`src/rtl/cdc_pkg.sv`:
```
package cdc_pkg;
  localparam int REG_W = 16;
  localparam int LEN_W = REG_W + 2;

  typedef enum logic [1:0] {
    RI_CTRL = 2'd0,
    RI_ADDR = 2'd1,
    RI_DISK = 2'd2,
    RI_MULT = 2'd3
  } reg_idx_t;

  typedef enum logic [1:0] {
    XS_IDLE = 2'd0,
    XS_REQ  = 2'd1,
    XS_DATA = 2'd2,
    XS_DONE = 2'd3
  } xfer_state_t;

  localparam logic [2:0] CMD_STATUS  = 3'd2;
  localparam logic [2:0] CMD_READ    = 3'd6;
  localparam logic [2:0] CMD_READ_NH = 3'd7;
  localparam logic [2:0] IRQ_LVL     = 3'd5;
  localparam logic [8:0] IRQ_VEC     = 9'o254;
endpackage

```
`src/rtl/cdc_regs.sv`:
```
module cdc_regs
  import cdc_pkg::*;
(
  input  logic             clk,
  input  logic             rst_n,
  input  logic             wr_en,
  input  logic             byte_en,
  input  logic             hi_lane,
  input  reg_idx_t         idx,
  input  logic [REG_W-1:0] wdata,
  output logic [REG_W-1:0] ctrl_q,
  output logic [REG_W-1:0] addr_q,
  output logic [REG_W-1:0] disk_q,
  output logic [REG_W-1:0] mult_q,
  output logic             cmd_go,
  output logic [2:0]       cmd_code
);
  localparam int NREG = 4;
  localparam int HALF = REG_W / 2;

  logic [REG_W-1:0] file_q [NREG];
  logic [REG_W-1:0] cur;
  logic [REG_W-1:0] merged;
  logic             clr_mult;

  assign cur = file_q[idx];

  always_comb begin
    merged = wdata;
    if (byte_en) begin
      if (hi_lane) merged = {wdata[HALF-1:0], cur[HALF-1:0]};
      else         merged = {cur[REG_W-1:HALF], wdata[HALF-1:0]};
    end
  end

  // execution decode on the merged control word
  assign cmd_go   = wr_en && (idx == RI_CTRL) && !merged[7];
  assign cmd_code = merged[3:1];
  assign clr_mult = cmd_go && (cmd_code == CMD_STATUS);

  for (genvar g = 0; g < NREG; g++) begin : g_reg
    always_ff @(posedge clk) begin
      if (!rst_n)                              file_q[g] <= '0;
      else if (wr_en && (idx == reg_idx_t'(g))) file_q[g] <= merged;
      else if (g == int'(RI_MULT) && clr_mult) file_q[g] <= '0;
    end
  end

  assign ctrl_q = file_q[RI_CTRL];
  assign addr_q = file_q[RI_ADDR];
  assign disk_q = file_q[RI_DISK];
  assign mult_q = file_q[RI_MULT];
endmodule

```
`src/rtl/cdc_geom.sv`:
```
module cdc_geom
  import cdc_pkg::*;
#(
  parameter int SECT_PER_TRK = 40,
  parameter int SECT_BYTES   = 256,
  parameter int OFF_W        = 24
) (
  input  logic [REG_W-1:0] disk_word,
  input  logic [REG_W-1:0] mult_word,
  output logic [OFF_W-1:0] offset,
  output logic [LEN_W-1:0] length
);
  logic [9:0]       trk;
  logic [5:0]       sec;
  logic [OFF_W-1:0] lin_sec;
  logic [REG_W:0]   words;

  assign trk     = disk_word[15:6];
  assign sec     = disk_word[5:0] & 6'b111110;
  assign lin_sec = OFF_W'(trk) * OFF_W'(SECT_PER_TRK) + OFF_W'(sec);
  assign offset  = OFF_W'(lin_sec * OFF_W'(SECT_BYTES));

  // negated word count -> bytes
  assign words  = (REG_W+1)'(1 << REG_W) - {1'b0, mult_word};
  assign length = {words, 1'b0};
endmodule

```
`src/rtl/cdc_xfer.sv`:
```
module cdc_xfer
  import cdc_pkg::*;
#(
  parameter int MEM_AW = 16,
  parameter int OFF_W  = 24
) (
  input  logic              clk,
  input  logic              rst_n,
  input  logic              start,
  input  logic [OFF_W-1:0]  start_off,
  input  logic [LEN_W-1:0]  start_len,
  input  logic [MEM_AW-1:0] start_addr,
  input  logic              irq_en,
  output logic              dk_req_valid,
  input  logic              dk_req_ready,
  output logic [OFF_W-1:0]  dk_req_offset,
  output logic [LEN_W-1:0]  dk_req_len,
  input  logic              dk_dat_valid,
  output logic              dk_dat_ready,
  input  logic [7:0]        dk_dat_byte,
  input  logic              dk_err,
  output logic              dma_valid,
  input  logic              dma_ready,
  output logic [MEM_AW-1:0] dma_addr,
  output logic [7:0]        dma_byte,
  output logic              busy,
  output logic              irq_pulse
);
  xfer_state_t       st_q;
  logic [OFF_W-1:0]  off_q;
  logic [LEN_W-1:0]  len_q;
  logic [LEN_W-1:0]  left_q;
  logic [MEM_AW-1:0] addr_q;
  logic              in_data;
  logic              beat;

  assign in_data = (st_q == XS_DATA);
  assign beat    = in_data && dk_dat_valid && dma_ready && !dk_err;

  always_ff @(posedge clk) begin
    if (!rst_n) begin
      st_q   <= XS_IDLE;
      off_q  <= '0;
      len_q  <= '0;
      left_q <= '0;
      addr_q <= '0;
    end else begin
      case (st_q)
        XS_IDLE: if (start) begin
          off_q  <= start_off;
          len_q  <= start_len;
          left_q <= start_len;
          addr_q <= start_addr;
          st_q   <= XS_REQ;
        end
        XS_REQ: if (dk_req_ready) st_q <= XS_DATA;
        XS_DATA: begin
          if (dk_err) st_q <= XS_DONE;
          else if (beat) begin
            addr_q <= addr_q + 1'b1;
            left_q <= left_q - 1'b1;
            if (left_q == LEN_W'(1)) st_q <= XS_DONE;
          end
        end
        default: st_q <= XS_IDLE;
      endcase
    end
  end

  assign dk_req_valid  = (st_q == XS_REQ);
  assign dk_req_offset = off_q;
  assign dk_req_len    = len_q;
  assign dk_dat_ready  = in_data && dma_ready && !dk_err;
  assign dma_valid     = in_data && dk_dat_valid && !dk_err;
  assign dma_addr      = addr_q;
  assign dma_byte      = dk_dat_byte;
  assign busy          = (st_q != XS_IDLE);
  assign irq_pulse     = (st_q == XS_DONE) && irq_en;
endmodule

```
`src/rtl/cart_disk_ctrl.sv`:
```
module cart_disk_ctrl
  import cdc_pkg::*;
#(
  parameter int MEM_AW       = 16,
  parameter int SECT_PER_TRK = 40,
  parameter int SECT_BYTES   = 256,
  parameter int MAX_TRK      = 1024,
  parameter int OFF_W        = $clog2((MAX_TRK * SECT_PER_TRK + 64) * SECT_BYTES)
) (
  input  logic              clk,
  input  logic              rst_n,
  input  logic              reg_sel,
  input  logic              reg_wr,
  input  logic              reg_byte,
  input  logic [2:0]        reg_addr,
  input  logic [15:0]       reg_wdata,
  output logic [15:0]       reg_rdata,
  output logic              dk_req_valid,
  input  logic              dk_req_ready,
  output logic [OFF_W-1:0]  dk_req_offset,
  output logic [17:0]       dk_req_len,
  input  logic              dk_dat_valid,
  output logic              dk_dat_ready,
  input  logic [7:0]        dk_dat_byte,
  input  logic              dk_err,
  output logic              dma_valid,
  input  logic              dma_ready,
  output logic [MEM_AW-1:0] dma_addr,
  output logic [7:0]        dma_byte,
  output logic              irq_pulse,
  output logic [2:0]        irq_level,
  output logic [8:0]        irq_vector
);
  logic [REG_W-1:0] ctrl_q, addr_q, disk_q, mult_q;
  logic             cmd_go, busy, start;
  logic [2:0]       cmd_code;
  logic [OFF_W-1:0] calc_off;
  logic [LEN_W-1:0] calc_len;
  reg_idx_t         idx;

  assign idx = reg_idx_t'(reg_addr[2:1]);

  cdc_regs u_regs (
    .clk(clk), .rst_n(rst_n),
    .wr_en(reg_sel && reg_wr), .byte_en(reg_byte), .hi_lane(reg_addr[0]),
    .idx(idx), .wdata(reg_wdata),
    .ctrl_q(ctrl_q), .addr_q(addr_q), .disk_q(disk_q), .mult_q(mult_q),
    .cmd_go(cmd_go), .cmd_code(cmd_code)
  );

  cdc_geom #(.SECT_PER_TRK(SECT_PER_TRK), .SECT_BYTES(SECT_BYTES), .OFF_W(OFF_W)) u_geom (
    .disk_word(disk_q), .mult_word(mult_q), .offset(calc_off), .length(calc_len)
  );

  assign start = cmd_go && !busy &&
                 ((cmd_code == CMD_READ) || (cmd_code == CMD_READ_NH));

  cdc_xfer #(.MEM_AW(MEM_AW), .OFF_W(OFF_W)) u_xfer (
    .clk(clk), .rst_n(rst_n),
    .start(start), .start_off(calc_off), .start_len(calc_len),
    .start_addr(addr_q[MEM_AW-1:0]), .irq_en(ctrl_q[6]),
    .dk_req_valid(dk_req_valid), .dk_req_ready(dk_req_ready),
    .dk_req_offset(dk_req_offset), .dk_req_len(dk_req_len),
    .dk_dat_valid(dk_dat_valid), .dk_dat_ready(dk_dat_ready),
    .dk_dat_byte(dk_dat_byte), .dk_err(dk_err),
    .dma_valid(dma_valid), .dma_ready(dma_ready),
    .dma_addr(dma_addr), .dma_byte(dma_byte),
    .busy(busy), .irq_pulse(irq_pulse)
  );

  always_comb begin
    case (idx)
      RI_CTRL: reg_rdata = {ctrl_q[15:8], !busy, ctrl_q[6:1], 1'b1};
      RI_ADDR: reg_rdata = addr_q;
      RI_DISK: reg_rdata = disk_q;
      default: reg_rdata = mult_q;
    endcase
  end

  assign irq_level  = IRQ_LVL;
  assign irq_vector = IRQ_VEC;
endmodule

```
`config.mk`:
```
export PLATFORM = sky130hd
export DESIGN_NAME = cart_disk_ctrl
export DESIGN_NICKNAME = d
export VERILOG_FILES = /design/src/rtl/cdc_pkg.sv /design/src/rtl/cdc_regs.sv /design/src/rtl/cdc_geom.sv /design/src/rtl/cdc_xfer.sv /design/src/rtl/cart_disk_ctrl.sv
export SDC_FILE = /design/constraint.sdc
export NUM_CORES = 1
export LEC_CHECK = 0
export ABC_AREA = 1
export BUFFER_PORTS_ARGS = -buffer_cell sky130_fd_sc_hd__buf_4
export CORE_MARGIN = 5
export CORE_UTILIZATION = 40
export CTS_CLUSTER_DIAMETER = 100
export DETAILED_ROUTE_END_ITERATION = 12
export PLACE_DENSITY = 0.57
export SETUP_SLACK_MARGIN = 0.1
export SLEW_MARGIN = 20
export SYNTH_ARGS = -nofsm -noshare
export SYNTH_HDL_FRONTEND = slang
export SYNTH_SLANG_ARGS = --single-unit
```
`constraint.sdc`:
```
create_clock -name clk -period 3.1 [get_ports clk]
set_input_delay 0 -clock clk [delete_from_list [all_inputs] [get_ports clk]]
set_output_delay 0 -clock clk [all_outputs]
set_load 0.01 [all_outputs]
```
# After elaboration in Yosys (flattened, before gate mapping)
# Memories as Yosys holds them, arrays and structs flattened.
# Cells that the tools add are included.
# word_totals
wordCells,98
n_memories,1
reg_bits,69
ram_bits,64
input_bits,36
output_inout_bits,98
# memory_table
memory,words,word_bits,read_ports,rd_ports_with_merged_regs,wr,line,rtl
u_regs.file_q,4,16,5,0,4,cdc_regs.sv:21,logic [REG_W-1:0] file_q [NREG];
# op_classes
n_reduce_logical,27
mux,39
mul,1
n_eq_ne,16
addsub,4
n_bitwise,5
# op_table
operator,n
$mux W16,10
$mux W18,3
$pmux W16 S3,1
$pmux W18 S2,1
$pmux W16 S2,1
$eq A18 B1 Y1 const B,1
$sub A18 B1 Y18 const B,1
$mux W1,17
$sub A17 B16 Y17 const A,1
$add A16 B1 Y16 const B,1
$add A16 B6 Y16,1
$logic_and A1 B1 Y1,16
$mul A10 B3 Y13 const B,1
$mux W2,5
$eq A2 B2 Y1 const B,4
$reduce_and A4 Y1,2
$eq A3 B3 Y1 const B,2
$ne A2 B2 Y1 const B,3
$ne A3 B3 Y1 const B,2
$pmux W2 S3,1
$or A1 B1 Y1,5
$eq A2 B1 Y1 const B,2
$logic_not A2 Y1,2
$reduce_bool A2 Y1,2
other kinds (5),7

# Longest topological paths before layout
# Gate-level depths: netlist of run 1.
# An unclocked memory read counts as a cell.
# logic_depth
word_depth,11
mapped_depth,16
ltp_nobuf,16

# Hierarchy
# A second synthesis of run 1 with hierarchy kept.
# unflattened
cells_unflattened,1263
area_unflattened_um2,9206.3
# by_module_without_submodules
module,area_per_inst_um2,cells_per_inst,seq_area_each_um2,n_inst
cdc_xfer,4071.4,622,1561.5,1
cdc_regs,3131.8,312,1921.8,1
cdc_geom,1355.0,216,0.0,1
cart_disk_ctrl,648.1,113,0.0,1

# Least setup slack after synthesis of run 1
# OpenSTA, ideal clock, no wires.
# synth_timing
kind,reg2reg
startpoint,memory u_regs.file_q[3][1]
endpoint,memory u_regs.file_q[3][0] (enable)
slack_ns,0.506
path_buffers,0
period_less_slack_ns,2.594
setup_time_ns,0.411
required_ns,2.689
stages_incl_launch_ff,8
arrival_time_ns,2.183
path_cell_list,edfxtp_1 -> a22oi_1 -> nand2_1 -> nand2_1 -> o21ai_0 -> inv_1 -> nand3_1 -> o21ai_0
# synth_lines
item,line
"start, declared",cdc_regs.sv:21

==> metrics.log, run 1 <==
INFO  metric syn_to_final_growth = 17.2%
INFO  metric setup.worst_path.start_class = flop
INFO  metric critical_path.endpoint_type = flop
INFO  metric internal_power = 4350 uW
INFO  metric power_density = 759 nW/um^2
INFO  metric portBuffers = 95
INFO  metric critical_register_to_register_path_startpoint = u_regs.file_q[2][7]
INFO  metric netlist_top_cells_area = sky130_fd_sc_hd__edfxtp_1, sky130_fd_sc_hd__dfxtp_1, sky130_fd_sc_hd__nand2_1
INFO  metric status = complete, no violations
INFO  metric post_route_cells_drive_above_1_share = 12.4%
INFO  metric yosys.area.top_type_share = 23.7%
INFO  metric power.switching_fraction = 39.8%
INFO  metric path_clk_slew = 0.06 ns
INFO  metric ff2ff_setup_slack = 0.44 ns
INFO  metric syn-cell-area = 8120 sq um
INFO  metric ioPinCount = 134
INFO  metric most_numerous_cell_in_the_yosys_netlist = sky130_fd_sc_hd__nand2_1
INFO  metric floorplan.initialDensity = between 40% and 50%
INFO  metric power.combinational.fraction = 38.4%
INFO  metric power.sequential.fraction = between 30% and 40%
INFO  metric synth_area_per_cell = 7.12 sq um
INFO  metric globalplace.congestion = slightly above 0.9
INFO  metric p_clk_share = 28.9%
INFO  metric clock_tree_from_tritoncts = yes
INFO  metric synth_edf_count = 64
INFO  metric total_number_of_nets_in_the_final_design = between 1000 and 1500
INFO  metric synthesis.yosys.warnings = 0
INFO  metric max_cap_viol_count = 0
INFO  metric timing_max_transition_violations_final = 0
INFO  metric final_antenna_net_count = 0
INFO  metric grt_pass1_vias = ~7100
INFO  metric hold-path-endpoint = dma_byte[7]
INFO  metric fin_crit_sh = 85.7%
INFO  metric antenna_cells_inserted = 0
INFO  metric total_count_of_hold_check_failures_in_the_final_report = 0
INFO  metric static-leakage-power = 0.00438 uW
INFO  metric final.fill_count = about 2100
INFO  metric number_of_storage_elements_in_the_synthesis_netlist = 132
INFO  metric syn-instance-count = 1140
INFO  metric grt_start_max_net_pins = 55
INFO  metric worstSkewPairLatency = around 0.43 ns
INFO  metric cts_max_path_buffers = 2
INFO  metric via_count = 7517
INFO  metric min_from = dk_dat_byte[7]
INFO  metric synth_seq_area_share = 40.4%
INFO  metric grt_pass1_wl = around 38000 microns
INFO  metric antenna_violations_before_repair = 0
INFO  metric cts_inserted_buffers = 17
INFO  metric clock-sinks = 132
INFO  metric cts.hold.buffers_added = 2
INFO  metric synthTopCellsByCount = sky130_fd_sc_hd__nand2_1, sky130_fd_sc_hd__nor2_1, sky130_fd_sc_hd__inv_1
INFO  metric drt_first_iter_violations = 479
INFO  metric crit_required = 3.42 ns
INFO  metric synth_flop_cell = sky130_fd_sc_hd__dfxtp_1
INFO  metric worst_hold_path_type = input port to primary output
INFO  metric number_of_cell_instances_on_the_worst_register_to_register_path = 13
INFO  metric grt-ovfl-total = 0
INFO  metric postRouteWirelength = 23900 microns
INFO  metric max_clock_freq = 377 MHz
INFO  metric netSwitchingPower = approximately 2900 uW
INFO  metric root_buffer = sky130_fd_sc_hd__clkbuf_16
INFO  metric synth.largest_area_cell = sky130_fd_sc_hd__edfxtp_1
INFO  metric fin_tns_setup = 0 ns
INFO  metric headroom_to_the_max_slew_limit = 34.5%
INFO  metric overall_routing_resource_usage = around a fifth
INFO  metric detail_route.vias_per_cell = 5.01
INFO  metric drc_errors = 0
INFO  metric maximum_fanout_encountered_on_the_critical_timing_path = 4
INFO  metric post_cts_buffers = 0
INFO  metric setup_repair_after_global_routing_missed_its_margin = no
INFO  metric wl_per_cell = about 16 microns
INFO  metric detailedPlacementHpwl = 18000 microns
INFO  metric final_period_minus_worst_setup_slack = 2.66 ns
INFO  metric core = 20100 sq um
INFO  metric drt_pass1_iterations = 5
INFO  metric tightest_slew = 0.979 ns
INFO  metric detailed_place.area = 8890 sq um
INFO  metric design_area = ~9500 sq um
INFO  metric htree_num_levels = 4
INFO  metric ir_drop = 363 uV
INFO  metric rows = 52
INFO  metric worst_clock_skew = 0.0127 ns
INFO  metric post_synth_num_cell_types = between 40 and 50
INFO  metric dieHeight = 152 microns
INFO  metric cp.arrival = 2.98 ns
INFO  metric die-area = ~23000 sq um
INFO  metric post_cts_resized = 0
INFO  metric final-setup-viol-count = 0
INFO  metric async_flop_share = 0%
INFO  metric worst-setup-path-type = flop to flop
INFO  metric reg2reg_to = u_xfer.dk_req_offset[22]
INFO  metric die_width = approximately 150 microns
INFO  metric hold_path_depth = 0
==> worst max-delay path by stage <==
stage                     cells past startpoint  slack [ns]                start                       end
after floorplan                               7        0.51  u_regs.file_q[3][1]       u_regs.file_q[3][0]
after global placement                       13        0.54  u_regs.file_q[2][7]  u_xfer.dk_req_offset[22]
after detailed placement                     13        0.46  u_regs.file_q[2][7]  u_xfer.dk_req_offset[22]
after CTS                                    13        0.45  u_regs.file_q[2][7]  u_xfer.dk_req_offset[22]
after global routing                         13        0.20  u_regs.file_q[2][7]  u_xfer.dk_req_offset[22]
final                                        13        0.44  u_regs.file_q[2][7]  u_xfer.dk_req_offset[22]
==> power by group through the flow <==
stage,Clock (uW),Sequential [uW],Combinational (uW)
finish,2080,2370,2770
detailed placement,0,2400,2760
CTS,2110,2370,2780
global placement,0,2400,2740
global route,2180,2410,3160
floorplan,0,2370,2060
==> layer usage <==
metal | vias up | wire length (microns) | track usage, %
met1 | 3467 | 11000 | 27.1
met5 | - | 0 | 0
met3 | 31 | 1320 | 4.15
met4 | 0 | 410 | 6.24
met2 | 206 | 11100 | 32.7
li1 | 3813 | - | -
==> area by class of cell <==
type / instances / area (sq um) / area share [%]
clock inverter: 12 / 125 / 1.32
multi-input combinational: 851 / 4060 / 42.7
clock buffer: 20 / 479 / 5.04
timing repair buffer: 108 / 816 / 8.58
sequential: 132 / 3280 / 34.5
tap: 270 / 338 / 3.55
inverter: 107 / 408 / 4.29
==> metrics by stage <==
stage / total power, uW / hold slack, ns / utilization [%] / instances / setup WS, ns
2_1_floorplan: 4420 / 0.0475 / - / 1160 / 0.506
3_3_place_gp: 5140 / 0.0000686 / 44.2 / 1466 / 0.536
3_5_place_dp: 5160 / 0.0000686 / 44.2 / 1466 / 0.456
4_1_cts: 7250 / 0.0000686 / 47.3 / 1500 / 0.448
5_1_grt: 7750 / 0.0000147 / 47.3 / 1500 / 0.197
6_report: 7220 / 0.00000389 / 47.3 / 1500 / 0.445
==> cells by family after synthesis <==
logic type	count (synthesis)	synth area share [%]
fa+ha+maj	30	4.81
other cells	2	0.0925
xor+xnor	18	1.94
flops	132	40.4
compound gates	134	9.83
simple gates	647	32.5
buf+inv	177	10.4
==> flip-flops by register name (all words and copies together), names as in the netlist <==
name and cells:
u_xfer.st_q 2, u_xfer.left_q 18, u_xfer.dk_req_len 17, u_xfer.dk_req_offset 15, u_regs.file_q 64, u_xfer.dma_addr 16
==> critical path, cell delays in order, from the launching register on <==
cell,delay (ns)
sky130_fd_sc_hd__edfxtp_1,0.45
sky130_fd_sc_hd__ha_1,0.32
sky130_fd_sc_hd__ha_1,0.24
sky130_fd_sc_hd__fa_1,0.43
sky130_fd_sc_hd__xor2_1,0.22
sky130_fd_sc_hd__nand2_1,0.09
sky130_fd_sc_hd__nor2_1,0.17
sky130_fd_sc_hd__nand3_1,0.14
sky130_fd_sc_hd__nor2_1,0.19
sky130_fd_sc_hd__nand2_1,0.07
sky130_fd_sc_hd__nand2_1,0.06
sky130_fd_sc_hd__nand3_1,0.06
sky130_fd_sc_hd__nand2_1,0.08
sky130_fd_sc_hd__inv_1,0.03
==> layout by cell type (no fill, tap or decap), drive strengths merged, types with 11 or more instances in the layout <==
cell type and count:
o21ai 55, conb 22, dfxtp 68, nand2 285, nand4 11, edfxtp 64
nor2 246, ha 28, xor2 14, a21oi 37, clkbuf 20, nand3 87
buf 106, a22oi 18, inv 106
No activity file was read; power rests on OpenSTA's default activity.
==> inputs of run 2 (changes only) <==
CELL_PAD_IN_SITES_DETAIL_PLACEMENT = 1   (was unset)
CELL_PAD_IN_SITES_GLOBAL_PLACEMENT = 1   (was unset)
PLACE_DENSITY = 0.76   (was 0.57)
==> run 2 against run 1 <==
  * Hold slack unchanged
  * First-iteration DRC count up 8.4%
  * Clock skew is essentially flat
  * Via count is 4.4% higher
  * Sequential share of layout area is essentially flat
  * Sequential power hardly changed
  * Wire length increased by 11%
  * Clock power is essentially flat
  * Worst setup slack gained 0.015 ns
  * Register-to-register slack gained 0.02 ns
  * Clock-buffer cell count rose by 3
  * Critical path depth did not move
  * Largest cell class unchanged
==> metrics.log, run 2 (synthesis gave the netlist of run 1 again) <==
INFO  metric status = complete, no violations
INFO  metric power.combinational.fraction = 39.2%
INFO  metric ff2ff_setup_slack = 0.46 ns
INFO  metric layout_common_cells = sky130_fd_sc_hd__nand2_1, sky130_fd_sc_hd__nor2_1, sky130_fd_sc_hd__buf_4, sky130_fd_sc_hd__inv_1, sky130_fd_sc_hd__nand3_1
INFO  metric detail_route.vias_per_cell = about 5.2
INFO  metric layout.cells.most_common = sky130_fd_sc_hd__nand2_1
INFO  metric clock_tree_from_tritoncts = yes
INFO  metric final_period_minus_worst_setup_slack = 2.64 ns
INFO  metric rows = 52
INFO  metric cts.hold.buffers_added = 0
INFO  metric worst_clock_skew = 0.0132 ns
INFO  metric reg2reg_to = u_xfer.dk_req_offset[21]
INFO  metric number_of_cell_instances_on_the_worst_register_to_register_path = 13
INFO  metric hold_ws = a little under 0.000004 ns
INFO  metric overall_routing_resource_usage = 22.5%
INFO  metric ioPinCount = approximately 130
INFO  metric cp.arrival = 2.97 ns
INFO  metric grt-ovfl-total = 0
INFO  metric internal_power = roughly 4400 uW
INFO  metric setup.worst_path.start_class = flop
INFO  metric drc_errors = 0
INFO  metric ir_drop = around 380 uV
INFO  metric netSwitchingPower = 3030 uW
INFO  metric maximum_fanout_encountered_on_the_critical_timing_path = 4
INFO  metric final_antenna_net_count = 0
INFO  metric dieHeight = 152 microns
INFO  metric fin_crit_sh = roughly 85%
INFO  metric power.switching_fraction = 41.0%
INFO  metric post_cts_resized = 0
INFO  metric grt_start_max_net_pins = 55
INFO  metric tightest_slew = between 1 and 1.5 ns
INFO  metric power_density = 777 nW/um^2
INFO  metric drt_first_iter_violations = 519
INFO  metric grt_pass1_vias = approximately 7900
INFO  metric fin_tns_setup = 0 ns
INFO  metric cts_max_path_buffers = 2
INFO  metric cts_inserted_buffers = 17
INFO  metric largest_register = u_regs.file_q
INFO  metric crit_required = roughly 3.4 ns
INFO  metric floorplan.initialDensity = 40.4%
INFO  metric postRouteWirelength = 26600 microns
INFO  metric antenna_cells_inserted = 0
INFO  metric die-area = 23200 sq um
INFO  metric critical_register_to_register_path_startpoint = u_regs.file_q[2][7]
INFO  metric worst-setup-path-type = flop to flop
INFO  metric root_buffer = sky130_fd_sc_hd__clkbuf_16
INFO  metric headroom_to_the_max_slew_limit = 32.7%
INFO  metric htree_num_levels = 4
INFO  metric max_cap_viol_count = 0
INFO  metric total_count_of_hold_check_failures_in_the_final_report = 0
INFO  metric worstSkewPairLatency = 0.43 ns
INFO  metric largest_register_ffs = 64
INFO  metric antenna_violations_before_repair = 0
INFO  metric min_from = dk_dat_byte[5]
INFO  metric path_clk_slew = 0.06 ns
INFO  metric final-setup-viol-count = 0
INFO  metric p_clk_share = 28.6%
INFO  metric max_clock_freq = 379 MHz
INFO  metric setup_repair_after_global_routing_missed_its_margin = no
INFO  metric die_width = 152 microns
INFO  metric detailedPlacementHpwl = 20100 microns
INFO  metric timing_max_transition_violations_final = 0
INFO  metric hold_path_depth = 0
INFO  metric clock-sinks = about 130
INFO  metric hold-path-endpoint = dma_byte[5]
INFO  metric post_cts_buffers = 0
INFO  metric post_route_cells_drive_above_1_share = 12.6%
INFO  metric critical_path.endpoint_type = flop
INFO  metric grt_pass1_wl = 42200 microns
INFO  metric total_number_of_nets_in_the_final_design = 1281
INFO  metric core = between 20000 and 25000 sq um
INFO  metric final.fill_count = 2554
INFO  metric worst_hold_path_type = input port to primary output
INFO  metric drt_pass1_iterations = 5
INFO  metric globalplace.congestion = 0.901
INFO  metric via_count = 7844
INFO  metric portBuffers = 95
INFO  metric wl_per_cell = around 18 microns
INFO  metric static-leakage-power = ~0.0044 uW
INFO  metric power.sequential.fraction = roughly 32%
INFO  metric syn_to_final_growth = 17.0%
==> run 2: through the flow <==
step / std cells / area [sq um] / power (uW) / util (%) / worst slack, ns
final: 1498 / 9500 / 7380 / 47.3 / 0.460
after global routing: 1498 / 9500 / 7910 / 47.3 / 0.161
after CTS: 1498 / 9500 / 7420 / 47.2 / 0.414
after detailed placement: 1466 / 8890 / 5280 / 44.2 / 0.422
after global placement: 1466 / 8890 / 5190 / 44.2 / 0.516
after floorplan: 1160 / 8190 / 4420 / - / 0.506
==> run 2: critical path, cell delays in order, from the launching register on <==
cell	delay, ns
sky130_fd_sc_hd__edfxtp_1	0.43
sky130_fd_sc_hd__ha_1	0.33
sky130_fd_sc_hd__ha_1	0.26
sky130_fd_sc_hd__fa_1	0.43
sky130_fd_sc_hd__xor2_1	0.21
sky130_fd_sc_hd__nand2_1	0.09
sky130_fd_sc_hd__nor2_1	0.16
sky130_fd_sc_hd__nand3_1	0.13
sky130_fd_sc_hd__nor2_1	0.20
sky130_fd_sc_hd__nand2_1	0.07
sky130_fd_sc_hd__nand2_1	0.06
sky130_fd_sc_hd__nand3_1	0.06
sky130_fd_sc_hd__nand2_1	0.08
sky130_fd_sc_hd__inv_1	0.03
==> run 2: area by class of cell <==
type                    instances  area (sq um)  share of cell area (%)
clock buffers                  23           523                    5.50
well taps                     270           338                    3.56
multi-input cells             851          4070                    42.8
clock inverters                 9          87.6                   0.922
flip-flops and latches        132          3280                    34.6
repair buffers                106           796                    8.38
inverters                     107           408                    4.29
==> run 2: metal layers <==
metal  vias to the layer above  GRT usage (%)  wire length (microns)
li1                       3799              -                      -
met1                      3795           29.4                  11900
met2                       206           37.9                  12700
met3                        44           4.00                   1220
met4                         0           7.64                    742
met5                         -              0                      0
==> run 2: how the worst max path moves through the flow <==
stage,from,endpoint,slack [ns],cells past startpoint
after floorplan,u_regs.file_q[3][1],u_regs.file_q[3][0],0.51,7
after global placement,u_regs.file_q[2][7],u_xfer.dk_req_offset[21],0.52,13
after detailed placement,u_regs.file_q[2][7],u_xfer.dk_req_offset[22],0.42,13
after CTS,u_regs.file_q[2][7],u_xfer.dk_req_offset[22],0.41,13
after global routing,u_regs.file_q[2][9],u_xfer.dk_req_offset[22],0.16,13
final,u_regs.file_q[2][7],u_xfer.dk_req_offset[21],0.46,13
==> run 2: power groups by stage <==
stage / Clock, uW / Sequential, uW / Combinational, uW
2_1_floorplan: 0 / 2370 / 2060
3_3_place_gp: 0 / 2400 / 2790
3_5_place_dp: 0 / 2410 / 2880
4_1_cts: 2140 / 2370 / 2910
5_1_grt: 2200 / 2420 / 3280
6_report: 2110 / 2380 / 2890
==> inputs of run 3 (changes only) <==
clock period = 2.6 ns   (was 3.1 ns; I/O delays follow)
==> run 3 against run 2 <==
  * Non-clock buffer count increased by 20
  * Design area increased by 2.6%
  * Largest cell class unchanged
  * Utilization increased by 1.3 points
  * Highest routed layer unchanged
  * Flip-flop and latch count unchanged
==> metrics.log, run 3 (synthesis gave the netlist of run 1 again) <==
INFO  metric ir_drop = 449 uV
INFO  metric die-area = between 20000 and 25000 sq um
INFO  metric worst_hold_path_type = input port to primary output
INFO  metric via_count = around 8000
INFO  metric timing_max_transition_violations_final = 0
INFO  metric rows = 52
INFO  metric detailedPlacementHpwl = 20300 microns
INFO  metric ioPinCount = ~130
INFO  metric total_number_of_nets_in_the_final_design = 1301
INFO  metric worstSkewPairLatency = 0.42 ns
INFO  metric total_count_of_hold_check_failures_in_the_final_report = 0
INFO  metric power.sequential.fraction = around 33%
INFO  metric cts_max_path_buffers = 2
INFO  metric htree_num_levels = 4
INFO  metric status = complete, no violations
INFO  metric maximum_fanout_encountered_on_the_critical_timing_path = 3
INFO  metric dieHeight = 152 microns
INFO  metric max_clock_freq = 408 MHz
INFO  metric post_route_cells_drive_above_1_share = between 10% and 20%
INFO  metric detailed_place.area = 8990 sq um
INFO  metric layout_common_cells = sky130_fd_sc_hd__nand2_1, sky130_fd_sc_hd__nor2_1, sky130_fd_sc_hd__buf_4, sky130_fd_sc_hd__inv_1, sky130_fd_sc_hd__nand3_1
INFO  metric netSwitchingPower = 3600 uW
INFO  metric root_buffer = sky130_fd_sc_hd__clkbuf_16
INFO  metric tightest_slew = 0.943 ns
INFO  metric static-leakage-power = 0.00446 uW
INFO  metric max_cap_viol_count = 0
INFO  metric clock_tree_from_tritoncts = yes
INFO  metric final_period_minus_worst_setup_slack = 2.45 ns
INFO  metric grt-ovfl-total = 0
INFO  metric drt_pass1_iterations = 5
INFO  metric floorplan.initialDensity = around 40%
INFO  metric fin_tns_setup = 0 ns
INFO  metric design_area = 9750 sq um
INFO  metric power.switching_fraction = 41.4%
INFO  metric setup.worst_path.start_class = flop
INFO  metric pre_cts_slack = -0.0964 ns
INFO  metric drc_errors = 0
INFO  metric power.combinational.fraction = slightly above 40%
INFO  metric fin_crit_sh = 94.2%
INFO  metric layout.cells.most_common = sky130_fd_sc_hd__nand2_1
INFO  metric grt_pass1_vias = 8160
INFO  metric slowest_stage_delay_on_critical_path = 0.45 ns
INFO  metric drt_first_iter_violations = 434
INFO  metric power_density = 893 nW/um^2
INFO  metric globalplace.congestion = 0.891
INFO  metric die_width = 152 microns
INFO  metric portBuffers = 95
INFO  metric headroom_to_the_max_slew_limit = 36.9%
INFO  metric critical_path.top_delay_family = adder cells
INFO  metric syn_to_final_growth = 20.1%
INFO  metric total_buffers_and_inverters_traversed_by_the_critical_path = 2
INFO  metric grt_start_max_net_pins = 44
INFO  metric cts_inserted_buffers = 17
INFO  metric clock-sinks = 132
INFO  metric grt_pass1_wl = 42600 microns
INFO  metric fin_ws = 0.152 ns
INFO  metric overall_routing_resource_usage = 22.8%
INFO  metric final_antenna_net_count = 0
INFO  metric hold_ws = 0.00000390 ns
INFO  metric core = 20100 sq um
INFO  metric internal_power = 5110 uW
INFO  metric p_clk_share = 26.8%
INFO  metric detail_route.vias_per_cell = 5.27
INFO  metric worst_clock_skew = about 0.0082 ns
INFO  metric antenna_violations_before_repair = 0
INFO  metric largest_register = u_regs.file_q
INFO  metric final-setup-viol-count = 0
INFO  metric largest_register_ffs = 64
INFO  metric postRouteWirelength = approximately 27000 microns
INFO  metric wl_per_cell = between 15 and 20 microns
INFO  metric crit_required = 2.96 ns
INFO  metric setup_repair_after_global_routing_missed_its_margin = yes
INFO  metric worst-setup-path-type = flop to flop
INFO  metric critical_path.endpoint_type = flop
INFO  metric cp_cell_sequence = ha_4, ha_4, fa_2, xor2_2, nand2_2, nor2_4, buf_4, buf_4, nand2_1, nand3_1, nand4_1, a21oi_1
INFO  metric path_clk_slew = around 0.060 ns
INFO  metric cp.arrival = 2.81 ns
INFO  metric cp_slowest_cell = sky130_fd_sc_hd__edfxtp_1
INFO  metric antenna_cells_inserted = 0
run 3: cell types whose count changed in the layout (fill, tap and decap cells not counted), sizes merged:
cell / delta
dlygate4sd3: +1
buf: +19
inv: -2
clkinvlp: -1
clkinv: +3
run 3: path summary, 6_finish.rpt:
path / startpoint / to / slack, ns / cells past startpoint
setup / recovery: u_regs.file_q[2][9] / u_xfer.dk_req_offset[18] / 0.15 / 12
hold / removal: dk_dat_byte[5] / dma_byte[5] / 0.000004 / 0
setup reg to reg: u_regs.file_q[2][9] / u_xfer.dk_req_offset[18] / 0.15 / 12
hold reg to reg: u_xfer.dk_req_len[6] / u_xfer.dk_req_len[6] / 0.48 / 2
run 3: final cells by class:
type	instances	area [sq um]
clock buffer	23	482
clock inverter	9	76.3
fill	2615	10400
inverter	107	409
multi-input combinational	851	4220
sequential	132	3280
tap	270	338
timing repair buffer	126	948
run 3: power by group through the flow:
| stage | logic, uW | registers [uW] | clock network (uW) |
|---|---|---|---|
| after floorplan | 2450 | 2820 | 0 |
| after global placement | 3350 | 2860 | 0 |
| after detailed placement | 3460 | 2870 | 0 |
| after CTS | 3520 | 2830 | 2350 |
| after global routing | 4000 | 2880 | 2460 |
| final | 3540 | 2830 | 2330 |
run 3: what timing repair did:
| action | in CTS | in global routing |
|---|---|---|
| buffers inserted | 1 | 4 |
| setup endpoints to repair | 5 | 5 |
| endpoints found under the hold margin | 16 | 0 |
| cloned | 0 | 0 |
| hold buffers | 1 | 0 |
| pin swaps | 3 | 10 |
| gates resized for setup | 10 | 22 |
run 3: routing by layer:
metal | vias up | share of wire, % | track usage, %
met3 | 49 | 5.4 | 3.35
met2 | 236 | 49 | 39.2
met5 | - | 0 | 0
met4 | 0 | 2.5 | 6.79
met1 | 3884 | 43 | 29.7
li1 | 3837 | - | -
run 3: stage by stage:
stage | power, uW | cells | utilization [%]
floorplan | 5270 | 1160 | -
global placement | 6210 | 1480 | 44.7
detailed placement | 6330 | 1480 | 44.7
CTS | 8700 | 1514 | 47.7
global route | 9340 | 1518 | 48.5
finish | 8710 | 1518 | 48.5
run 3: worst reg2reg max path: cells and delay by family (launching register included):
family | cells | cell delay [ns]
fa+ha+maj | 3 | 0.86
simple gates | 5 | 0.50
flops | 1 | 0.45
buf+inv | 2 | 0.23
xor+xnor | 1 | 0.21
compound gates | 1 | 0.14
